### src/rtl/fdf_pkg.sv
package fdf_pkg;

  // Selects the fault class that applies to a channel from its switch state.
  function automatic logic fault_cond(input logic on, input logic oc,
                                      input logic th, input logic below,
                                      input logic use_th);
    logic r;
    if (on) r = oc | (use_th & th);
    else    r = below;
    return r;
  endfunction

endpackage

### src/rtl/fdf_qual.sv
module fdf_qual #(
  parameter int LEN = 20
) (
  input  logic clk,
  input  logic rst,
  input  logic cmd_on,
  input  logic cond,
  output logic flt
);
  localparam int CW = $clog2(LEN + 1);
  localparam logic [CW-1:0] LIM = CW'(LEN);

  logic [CW-1:0] cnt;
  logic          cmd_q;

  always_ff @(posedge clk) begin
    if (rst) begin
      cnt   <= '0;
      cmd_q <= 1'b0;
    end else begin
      cmd_q <= cmd_on;
      if (!cond || (cmd_on != cmd_q)) cnt <= '0;
      else if (cnt != LIM)            cnt <= cnt + 1'b1;
    end
  end

  assign flt = (cnt == LIM);

  AST_QUAL_DROP: assert property (@(posedge clk) disable iff (rst)
    !cond |=> !flt);

  AST_QUAL_CMD_FLIP: assert property (@(posedge clk) disable iff (rst)
    (cmd_on != cmd_q) |=> !flt);

endmodule

### src/rtl/fdf_oc_trip.sv
module fdf_oc_trip #(
  parameter int TRIP_CYC = 5
) (
  input  logic clk,
  input  logic rst,
  input  logic cmd_on,
  input  logic oc,
  output logic shut
);
  localparam int CW = $clog2(TRIP_CYC) + 1;
  localparam logic [CW-1:0] LIM = CW'(TRIP_CYC - 1);

  logic [CW-1:0] cnt;

  always_ff @(posedge clk) begin
    if (rst || !cmd_on) begin
      cnt  <= '0;
      shut <= 1'b0;
    end else if (!shut) begin
      if (oc) begin
        if (cnt == LIM) shut <= 1'b1;
        else            cnt  <= cnt + 1'b1;
      end else begin
        cnt <= '0;
      end
    end
  end

  AST_TRIP_CLEAR: assert property (@(posedge clk) disable iff (rst)
    !cmd_on |=> !shut);

  AST_TRIP_HOLD: assert property (@(posedge clk) disable iff (rst)
    (shut && cmd_on) |=> shut);

  AST_TRIP_CAUSE: assert property (@(posedge clk) disable iff (rst)
    $rose(shut) |-> $past(oc && cmd_on));

endmodule

### src/rtl/fdf_snap.sv
module fdf_snap #(
  parameter int NCH = 8
) (
  input  logic           clk,
  input  logic           rst,
  input  logic           cs_n,
  input  logic [NCH-1:0] fault,
  output logic [NCH-1:0] status
);
  logic cs_q;
  logic take;

  assign take = cs_q & ~cs_n;

  always_ff @(posedge clk) begin
    if (rst) begin
      cs_q   <= 1'b1;
      status <= '1;
    end else begin
      cs_q <= cs_n;
      if (take) status <= ~fault;
    end
  end

  AST_SNAP_HOLD: assert property (@(posedge clk) disable iff (rst)
    !(cs_q && !cs_n) |=> $stable(status));

endmodule

### src/rtl/fault_diag_filter.sv
module fault_diag_filter #(
  parameter int NCH       = 8,
  parameter int NUM_SLOW  = 2,
  parameter int NUM_TRIP  = 6,
  parameter int NUM_THERM = 2,
  parameter int FILT_CYC  = 20,
  parameter int TRIP_CYC  = 5
) (
  input  logic           clk,
  input  logic           rst,
  input  logic           cs_n,
  input  logic [NCH-1:0] cmd_on,
  input  logic [NCH-1:0] oc_flag,
  input  logic [NCH-1:0] therm_flag,
  input  logic [NCH-1:0] below_flag,
  output logic [NCH-1:0] status,
  output logic [NCH-1:0] shut_req
);
  import fdf_pkg::*;

  localparam int THERM_BASE = NCH - NUM_THERM;

  logic [NCH-1:0] cond;
  logic [NCH-1:0] flt;

  for (genvar i = 0; i < NCH; i++) begin : g_ch
    localparam logic USE_TH = (i >= THERM_BASE);
    localparam int   LEN    = (i < NUM_SLOW) ? FILT_CYC : 1;

    assign cond[i] = fault_cond(cmd_on[i], oc_flag[i], therm_flag[i],
                                below_flag[i], USE_TH);

    fdf_qual #(.LEN(LEN)) u_qual (
      .clk    (clk),
      .rst    (rst),
      .cmd_on (cmd_on[i]),
      .cond   (cond[i]),
      .flt    (flt[i])
    );

    if (i < NUM_TRIP) begin : g_trip
      fdf_oc_trip #(.TRIP_CYC(TRIP_CYC)) u_trip (
        .clk    (clk),
        .rst    (rst),
        .cmd_on (cmd_on[i]),
        .oc     (oc_flag[i]),
        .shut   (shut_req[i])
      );
    end else begin : g_notrip
      assign shut_req[i] = 1'b0;
    end
  end

  fdf_snap #(.NCH(NCH)) u_snap (
    .clk    (clk),
    .rst    (rst),
    .cs_n   (cs_n),
    .fault  (flt),
    .status (status)
  );

endmodule

### config.mk
export PLATFORM = sky130hd
export DESIGN_NAME = fault_diag_filter
export DESIGN_NICKNAME = d
export VERILOG_FILES = /design/src/rtl/fdf_pkg.sv /design/src/rtl/fdf_qual.sv /design/src/rtl/fdf_oc_trip.sv /design/src/rtl/fdf_snap.sv /design/src/rtl/fault_diag_filter.sv
export SDC_FILE = /design/constraint.sdc
export NUM_CORES = 1
export LEC_CHECK = 0
export BUFFER_PORTS_ARGS = -buffer_cell sky130_fd_sc_hd__buf_2
export CAP_MARGIN = 20
export CORE_MARGIN = 2
export CORE_UTILIZATION = 45
export CTS_CLUSTER_SIZE = 24
export DETAILED_ROUTE_END_ITERATION = 10
export GPL_ROUTABILITY_DRIVEN = 0
export PLACE_DENSITY = 0.66
export REMOVE_ABC_BUFFERS = 1
export SLEW_MARGIN = 20
export SYNTH_ARGS = -nofsm -noshare
export SYNTH_HDL_FRONTEND = slang
export SYNTH_SLANG_ARGS = --single-unit
### constraint.sdc
create_clock -name clk -period 1.85 [get_ports clk]
set_input_delay 0.0925 -clock clk [delete_from_list [all_inputs] [get_ports clk]]
set_output_delay 0.0925 -clock clk [all_outputs]
set_load 0.02 [all_outputs]
==> results of run 1 <==
==> worst paths after layout <==
check	endpoint	depth (start not counted)
worst max-delay path	g_ch[1].g_trip.u_trip.cnt[3]$_SDFFE_PP0P_	5
worst min-delay path	g_ch[5].u_qual.flt$_SDFF_PP0_	3
worst max register to register	g_ch[1].g_trip.u_trip.cnt[3]$_SDFFE_PP0P_	5
worst min register to register	u_snap.status[6]$_SDFFE_PP1P_	1
==> cell families (layout without fill, tap and decap cells) <==
kind of cell / count (synthesis) / count (layout) / synth area share
AND/OR/NAND/NOR: 130 / 130 / 0.256
XOR/XNOR: 6 / 6 / 0.0183
buffers and inverters: 41 / 96 / 0.0648
flip-flops: 63 / 63 / 0.438
AO/OA/AOI/OAI: 62 / 62 / 0.144
other: 1 / 2 / 0.00130
multiplexers: 2 / 2 / 0.00696
adder cells (fa/ha/maj): 16 / 16 / 0.0696
==> synth_stat cells <==
cell type,number,area [um2]
o211ai_1,3,22.5
buf_2,2,10.0
xnor2_1,3,26.3
nand2b_1,17,106
a211o_1,8,70.1
mux2i_1,2,20.0
nor2_1,32,120
or4b_1,1,10.0
buf_4,8,60.1
a31oi_1,10,62.6
and4b_4,5,68.8
xor2_1,3,26.3
or2_2,1,6.26
o31ai_1,5,37.5
a21o_1,2,15.0
o21ai_0,8,40.0
nor2b_1,9,56.3
a21oi_1,19,95.1
nand3_1,20,100
o2111ai_1,1,8.76
nand4b_1,3,26.3
nor3_1,2,10.0
inv_1,29,109
nand2_1,20,75.1
dfxtp_1,63,1260
o221a_2,5,56.3
or4_1,16,120
and4b_1,2,20.0
a211oi_1,1,7.51
ha_1,16,200
clkbuf_1,2,7.51
or3b_1,2,17.5
conb_1,1,3.75
==> sequential cells by signal (all words and copies together), names as in the netlist <==
signal / cells
u_snap.status: 8
g_ch.u_qual.cmd_q: 8
g_ch.u_qual.flt: 6
g_ch.u_qual.cnt: 10
u_snap.cs_q: 1
g_ch.g_trip.u_trip.shut: 6
g_ch.g_trip.u_trip.cnt: 24
==> report_power, final <==
part / total (mW) / switching [mW] / internal [mW]
registers: 1.42 / 0.0232 / 1.39
logic: 0.208 / 0.115 / 0.0926
clock network: 1.32 / 0.526 / 0.796
==> metal layers <==
layer	up-vias	share of wire	track usage
li1	1225	-	-
met1	1101	0.49	0.201
met2	38	0.46	0.249
met3	6	0.043	0.0504
met4	0	0.013	0.0660
met5	-	0	0
==> repair_timing <==
item	in CTS	in global routing
hold endpoints to repair	8	0
hold buffers	8	0
gates resized for setup	0	0
==> final cells by class <==
cell class,instances,area share
inverter,29,0.0318
tap,77,0.0282
multi-input combinational,218,0.419
clock inverter,5,0.0238
clock buffer,11,0.0413
timing repair buffer,51,0.0871
sequential,63,0.369
==> worst max-delay path: stages (launching register included) <==
cell and delay (ns):
dfxtp_1 0.40, inv_1 0.06, ha_1 0.22, and4b_4 0.21
or4_1 0.46, a31oi_1 0.14
==> metrics by stage <==
step,instances,utilization
floorplan,310,-
global placement,430,0.497
detailed placement,430,0.497
CTS,454,0.545
global route,454,0.545
finish,454,0.545
==> results.json, run 1 <==
{
  "status": "finished, final reports clean",
  "regArea_um2": 1260,
  "multi_input_area_um2": 1430,
  "finalInstanceArea_um2": 3420,
  "grt_max_degree": 17,
  "grt_usage": 0.158,
  "synth_seq_cells": 63,
  "ios": 51,
  "first_global_vias": 2057,
  "fmax_ghz": 0.639,
  "port_buffers": 42,
  "path_clk_slew_ns": 0.07,
  "arrival_ns": 1.82,
  "drt-vias-per-instance": 5.22,
  "timing.final.max_slew_violations": 0,
  "period_minus_slack_ns": 1.56,
  "cts.sinks": 63,
  "period_share": 0.846,
  "seq_area_frac_synth": 0.438,
  "die_x_um": 84.0,
  "placed_area_um2": 3120,
  "max-vdd-ir-drop_v": 0.000476,
  "rsz0062_at_grt": "false",
  "worstPathRequired_ns": 2.10,
  "hold_path_class": "in2reg",
  "syn_inst": 321,
  "drt_iter0_markers": 86,
  "end_kind": "flop",
  "routed-via-count": 2370,
  "hpwl_um": 3770,
  "yosysWarnings": 0,
  "ys_types": 33,
  "diodes": 0,
  "cp_max_fo": 5,
  "startpoint": "g_ch[1].g_trip.u_trip.cnt[0]$_SDFFE_PP0P_",
  "total_power_mw": 2.95,
  "netlist_area_um2": 2880,
  "r2r_setup_slack_ns": 0.29,
  "cts.htree.levels": 3,
  "antenna_found_initial": 0,
  "drt-wirelength-per-cell_um": 11.7,
  "chipHeight_um": 84.0,
  "cts_root_buffer": "clkbuf_8",
  "initial_core_util": 0.458,
  "detail_route.first_pass.iterations": 4,
  "final_common_cell": "dfxtp_1",
  "min_from": "below_flag[5]",
  "finalHoldViolCount": 0,
  "start_kind": "flop",
  "cts_tree": "done",
  "insertion_delay_ns": 0.33,
  "whs_ns": 0.0270,
  "grt_pass1_wl_um": 9030,
  "max-slew-margin-rel": 0.612,
  "clock-skew-final_ns": 0.00689,
  "crit_type": "reg2reg",
  "final_cell_mix": "63 x dfxtp_1, 42 x buf_2, 32 x nor2_1, 29 x inv_1",
  "layout_setup_ws_ns": 0.285,
  "fin_nets": 423,
  "cap_violations": 0,
  "fill_cells": 584,
  "finalSetupViolCount": 0,
  "cts_buffers": 9,
  "r2r_start": "g_ch[1].g_trip.u_trip.cnt[0]$_SDFFE_PP0P_",
  "cts_max_path_buffers": 2,
  "synth.avg_cell_area_um2": 8.96,
  "wirelength_um": 5320,
  "floorplan.rows": 29,
  "dp_slack_ns": 0.311,
  "cts_setup_buffers": 0,
  "die_area_um2": 7050,
  "overflow": 0,
  "p_leak_nw": 1.45,
  "p_per_area_nw_per_um2": 862,
  "tightest_slew_ns": 0.581,
  "synthToLayoutAreaGrowth_pct": 18.9,
  "finalSetupTns_ns": 0,
  "post_route_cells_drive_above_1_share": 0.183,
  "ant_nets": 0,
  "remaining_drc_errors": 0,
  "core_um2": 6280
}
Power figures use the tool's default switching activity.
==> inputs of run 2 (changes only) <==
--- a/config.mk
+++ b/config.mk
@@ -5,6 +5,7 @@
 export SDC_FILE = /design/constraint.sdc
 export NUM_CORES = 1
 export LEC_CHECK = 0
+export ABC_AREA = 1
 export BUFFER_PORTS_ARGS = -buffer_cell sky130_fd_sc_hd__buf_2
 export CAP_MARGIN = 20
 export CORE_MARGIN = 2
==> constraint.sdc (replaced) <==
create_clock -name clk -period 1.5 [get_ports clk]
set_input_delay 0.075 -clock clk [delete_from_list [all_inputs] [get_ports clk]]
set_output_delay 0.075 -clock clk [all_outputs]
set_load 0.02 [all_outputs]
==> run 2 against run 1 <==
  * Via count increased by 2.6%
  * Clock skew hardly changed
  * Count of clock-buffer cells in the layout rose by 2
  * Design area increased by 3.1%
  * Sequential power is 23% higher
  * Largest power group unchanged
==> results.json, run 2 <==
{
  "floorplan.rows": 29,
  "synth_top_family_by_area": "simple AND/OR/NAND/NOR gates",
  "finalSetupViolCount": 0,
  "regArea_um2": 1260,
  "synthMuxAreaShare": 0,
  "cts.sinks": 63,
  "ys_types": 33,
  "cp_slowest_cell": "dlygate4sd3_1",
  "finalSetupTns_ns": 0,
  "die_x_um": 84.9,
  "synthTopCellsByArea": "dfxtp_1 43%, inv_1 8.3%, ha_1 6.8%, nand3_1 6.5%, nand2_1 5.5%",
  "final_cell_mix": "65 x inv_1, 63 x dfxtp_1, 43 x nand2_1, 42 x buf_2, 38 x nand3_1",
  "whs_ns": 0.0164,
  "synth_seq_cells": 63,
  "post_route_cells_drive_above_1_share": 0.182,
  "critPathMostFrequentCell": "dlygate4sd3_1",
  "overflow": 0,
  "r2r_end": "g_ch[2].g_trip.u_trip.cnt[2]$_SDFFE_PP0P_",
  "share_comb_of_total_power": 0.079,
  "core_um2": 6350,
  "final_common_cell": "inv_1",
  "instances_no_fill": 501,
  "netlist.area_leader.share": 0.428,
  "cts_max_path_buffers": 2,
  "detail_route.first_pass.iterations": 4,
  "syn_inst": 362,
  "min_from": "below_flag[6]",
  "synth-compound-area-share": 0.118,
  "path_clk_slew_ns": 0.07,
  "diodes": 0,
  "ios": 51,
  "p_seq_frac": 0.492,
  "cts_buffers": 9,
  "end_kind": "flop",
  "seq_area_frac_synth": 0.428,
  "fmax_ghz": 0.716,
  "max_stage_delay_ns": 0.55,
  "p_int_mw": 2.74,
  "p_clk_frac": 0.429,
  "multi_input_area_um2": 1360,
  "cts_root_buffer": "clkbuf_8",
  "synthTopCellsByCount": "65 x inv_1, 63 x dfxtp_1, 43 x nand2_1",
  "p_leak_nw": 1.58,
  "yosysWarnings": 0,
  "start_kind": "input pin",
  "period_minus_slack_ns": 1.40,
  "hold_depth": 3,
  "port_buffers": 42,
  "hold_path_class": "in2reg",
  "cp_max_fo": 8,
  "period_share": 0.932,
  "cts_setup_buffers": 0,
  "antenna_found_initial": 0,
  "finalInstanceArea_um2": 3520,
  "reg2reg_depth": 6,
  "power_switching_uw": 817,
  "fin_nets": 470,
  "synthMostInstantiatedCell": "inv_1",
  "arrival_ns": 1.62,
  "yosysTopAreaCell": "dfxtp_1",
  "grt_usage": 0.165,
  "timing.final.max_slew_violations": 0,
  "drt-wirelength-per-cell_um": 10.8,
  "synthToLayoutAreaGrowth_pct": 19.7,
  "yosys.area_share.xor_xnor": 0.0297,
  "wirelength_um": 5410,
  "insertion_delay_ns": 0.34,
  "reg_top3": "g_ch.g_trip.u_trip.cnt: 24 flops, g_ch.u_qual.cnt: 10 flops",
  "cts_tree": "done",
  "cap_violations": 0,
  "remaining_drc_errors": 0,
  "drt-vias-per-instance": 4.85,
  "worstPathRequired_ns": 1.73,
  "die_area_um2": 7210,
  "ant_nets": 0,
  "netlist_area_um2": 2950,
  "cts.htree.levels": 3,
  "p_per_area_nw_per_um2": 1010,
  "rsz0062_at_grt": "false",
  "dp_cells": 473,
  "r2r_setup_slack_ns": 0.25,
  "synthAdderAreaFrac": 0.0680,
  "top_register": "g_ch.g_trip.u_trip.cnt",
  "fill_cells": 547,
  "placed_area_um2": 3190,
  "synth.avg_cell_area_um2": 8.14,
  "synth-simple-area-share": 0.241,
  "largest_register_ffs": 24,
  "initial_core_util": 0.464,
  "first_global_vias": 2262,
  "clock-skew-final_ns": 0.00649,
  "grt_max_degree": 17,
  "grt_pass1_wl_um": 9580,
  "hpwl_um": 3890,
  "async_flop_share": 0,
  "p_sw_frac": 0.230,
  "crit_type": "in2reg",
  "min_to": "g_ch[6].u_qual.flt$_SDFF_PP0_",
  "total_power_mw": 3.55,
  "status": "finished, final reports clean",
  "max-vdd-ir-drop_v": 0.000665,
  "path_cells": "dlygate4sd3_1 -> buf_2 -> inv_1 -> nor2_8 -> nand3_1 -> o31ai_1 -> dlygate4sd3_1",
  "finalHoldViolCount": 0,
  "routed-via-count": 2432,
  "synth_edf_count": 0,
  "synthFlopType": "dfxtp_1",
  "chipHeight_um": 84.9,
  "r2r_start": "g_ch[2].g_trip.u_trip.cnt[0]$_SDFFE_PP0P_",
  "drt_iter0_markers": 134
}
==> run 2: worst max-delay path by stage <==
stage | start | endpoint | slack, ns | depth (start not counted)
floorplan | g_ch[3].g_trip.u_trip.cnt[0]$_SDFFE_PP0P_ | g_ch[3].g_trip.u_trip.cnt[2]$_SDFFE_PP0P_ | 0.37 | 8
global route | cmd_on[5] | g_ch[5].u_qual.flt$_SDFF_PP0_ | 0.03 | 7
global placement | g_ch[3].g_trip.u_trip.cnt[0]$_SDFFE_PP0P_ | g_ch[3].g_trip.u_trip.cnt[2]$_SDFFE_PP0P_ | 0.26 | 8
CTS | cmd_on[3] | g_ch[3].u_qual.flt$_SDFF_PP0_ | 0.13 | 7
finish | cmd_on[3] | g_ch[3].u_qual.flt$_SDFF_PP0_ | 0.10 | 7
detailed placement | g_ch[0].u_qual.cnt[0]$_SDFFE_PP0P_ | g_ch[0].u_qual.cnt[1]$_SDFFE_PP0P_ | 0.23 | 8
==> run 2: cells by family (layout without fill, tap and decap cells) <==
kind of cell               count (synthesis)  count (layout)
and+or+nand+nor                          132             132
buffers and inverters                     77             138
AOI/OAI and AO/OA                         63              63
DFF                                       63              63
adders and majority gates                 16              16
xor gates and xnor gates                  10              10
other                                      1               2
==> run 2: area by class of cell <==
class | instances | area share
Clock inverter | 3 | 0.0114
Tap cell | 77 | 0.0273
Inverter | 66 | 0.0724
Sequential cell | 63 | 0.358
Timing Repair Buffer | 56 | 0.0980
Multi-Input combinational cell | 223 | 0.385
Clock buffer | 13 | 0.0479
==> run 2: power by group through the flow <==
stage / Clock (mW) / Combinational, mW / Sequential [mW]
final: 1.52 / 0.281 / 1.75
after global routing: 1.63 / 0.316 / 1.75
after CTS: 1.57 / 0.283 / 1.75
after detailed placement: 0 / 0.259 / 1.79
after global placement: 0 / 0.254 / 1.78
after floorplan: 0 / 0.130 / 1.80
==> run 2: timing repair <==
| item | 4_1_cts | 5_1_grt |
|---|---|---|
| setup endpoints to repair | 0 | 1 |
| gates resized for setup | 0 | 1 |
| hold buffers | 12 | 0 |
| endpoints found under the hold margin | 8 | 0 |
==> run 2: worst max-delay path: cells and delay by family <==
family / cells / cell delay [ns]
AOI/OAI and AO/OA: 1 / 0.06
buffers and inverters: 4 / 1.36
and+or+nand+nor: 2 / 0.13
==> run 2: per-layer routing <==
metal / track usage / routed length (um)
met4: 0.0909 / 140
met3: 0.0360 / 243
met1: 0.209 / 2640
met5: 0 / 0
met2: 0.261 / 2390
==> run 2: stage by stage <==
step                setup slack (ns)  utilization
finish                         0.103        0.555
global route                  0.0257        0.555
CTS                            0.129        0.554
detailed placement             0.230        0.502
global placement               0.257        0.502
floorplan                      0.371            -
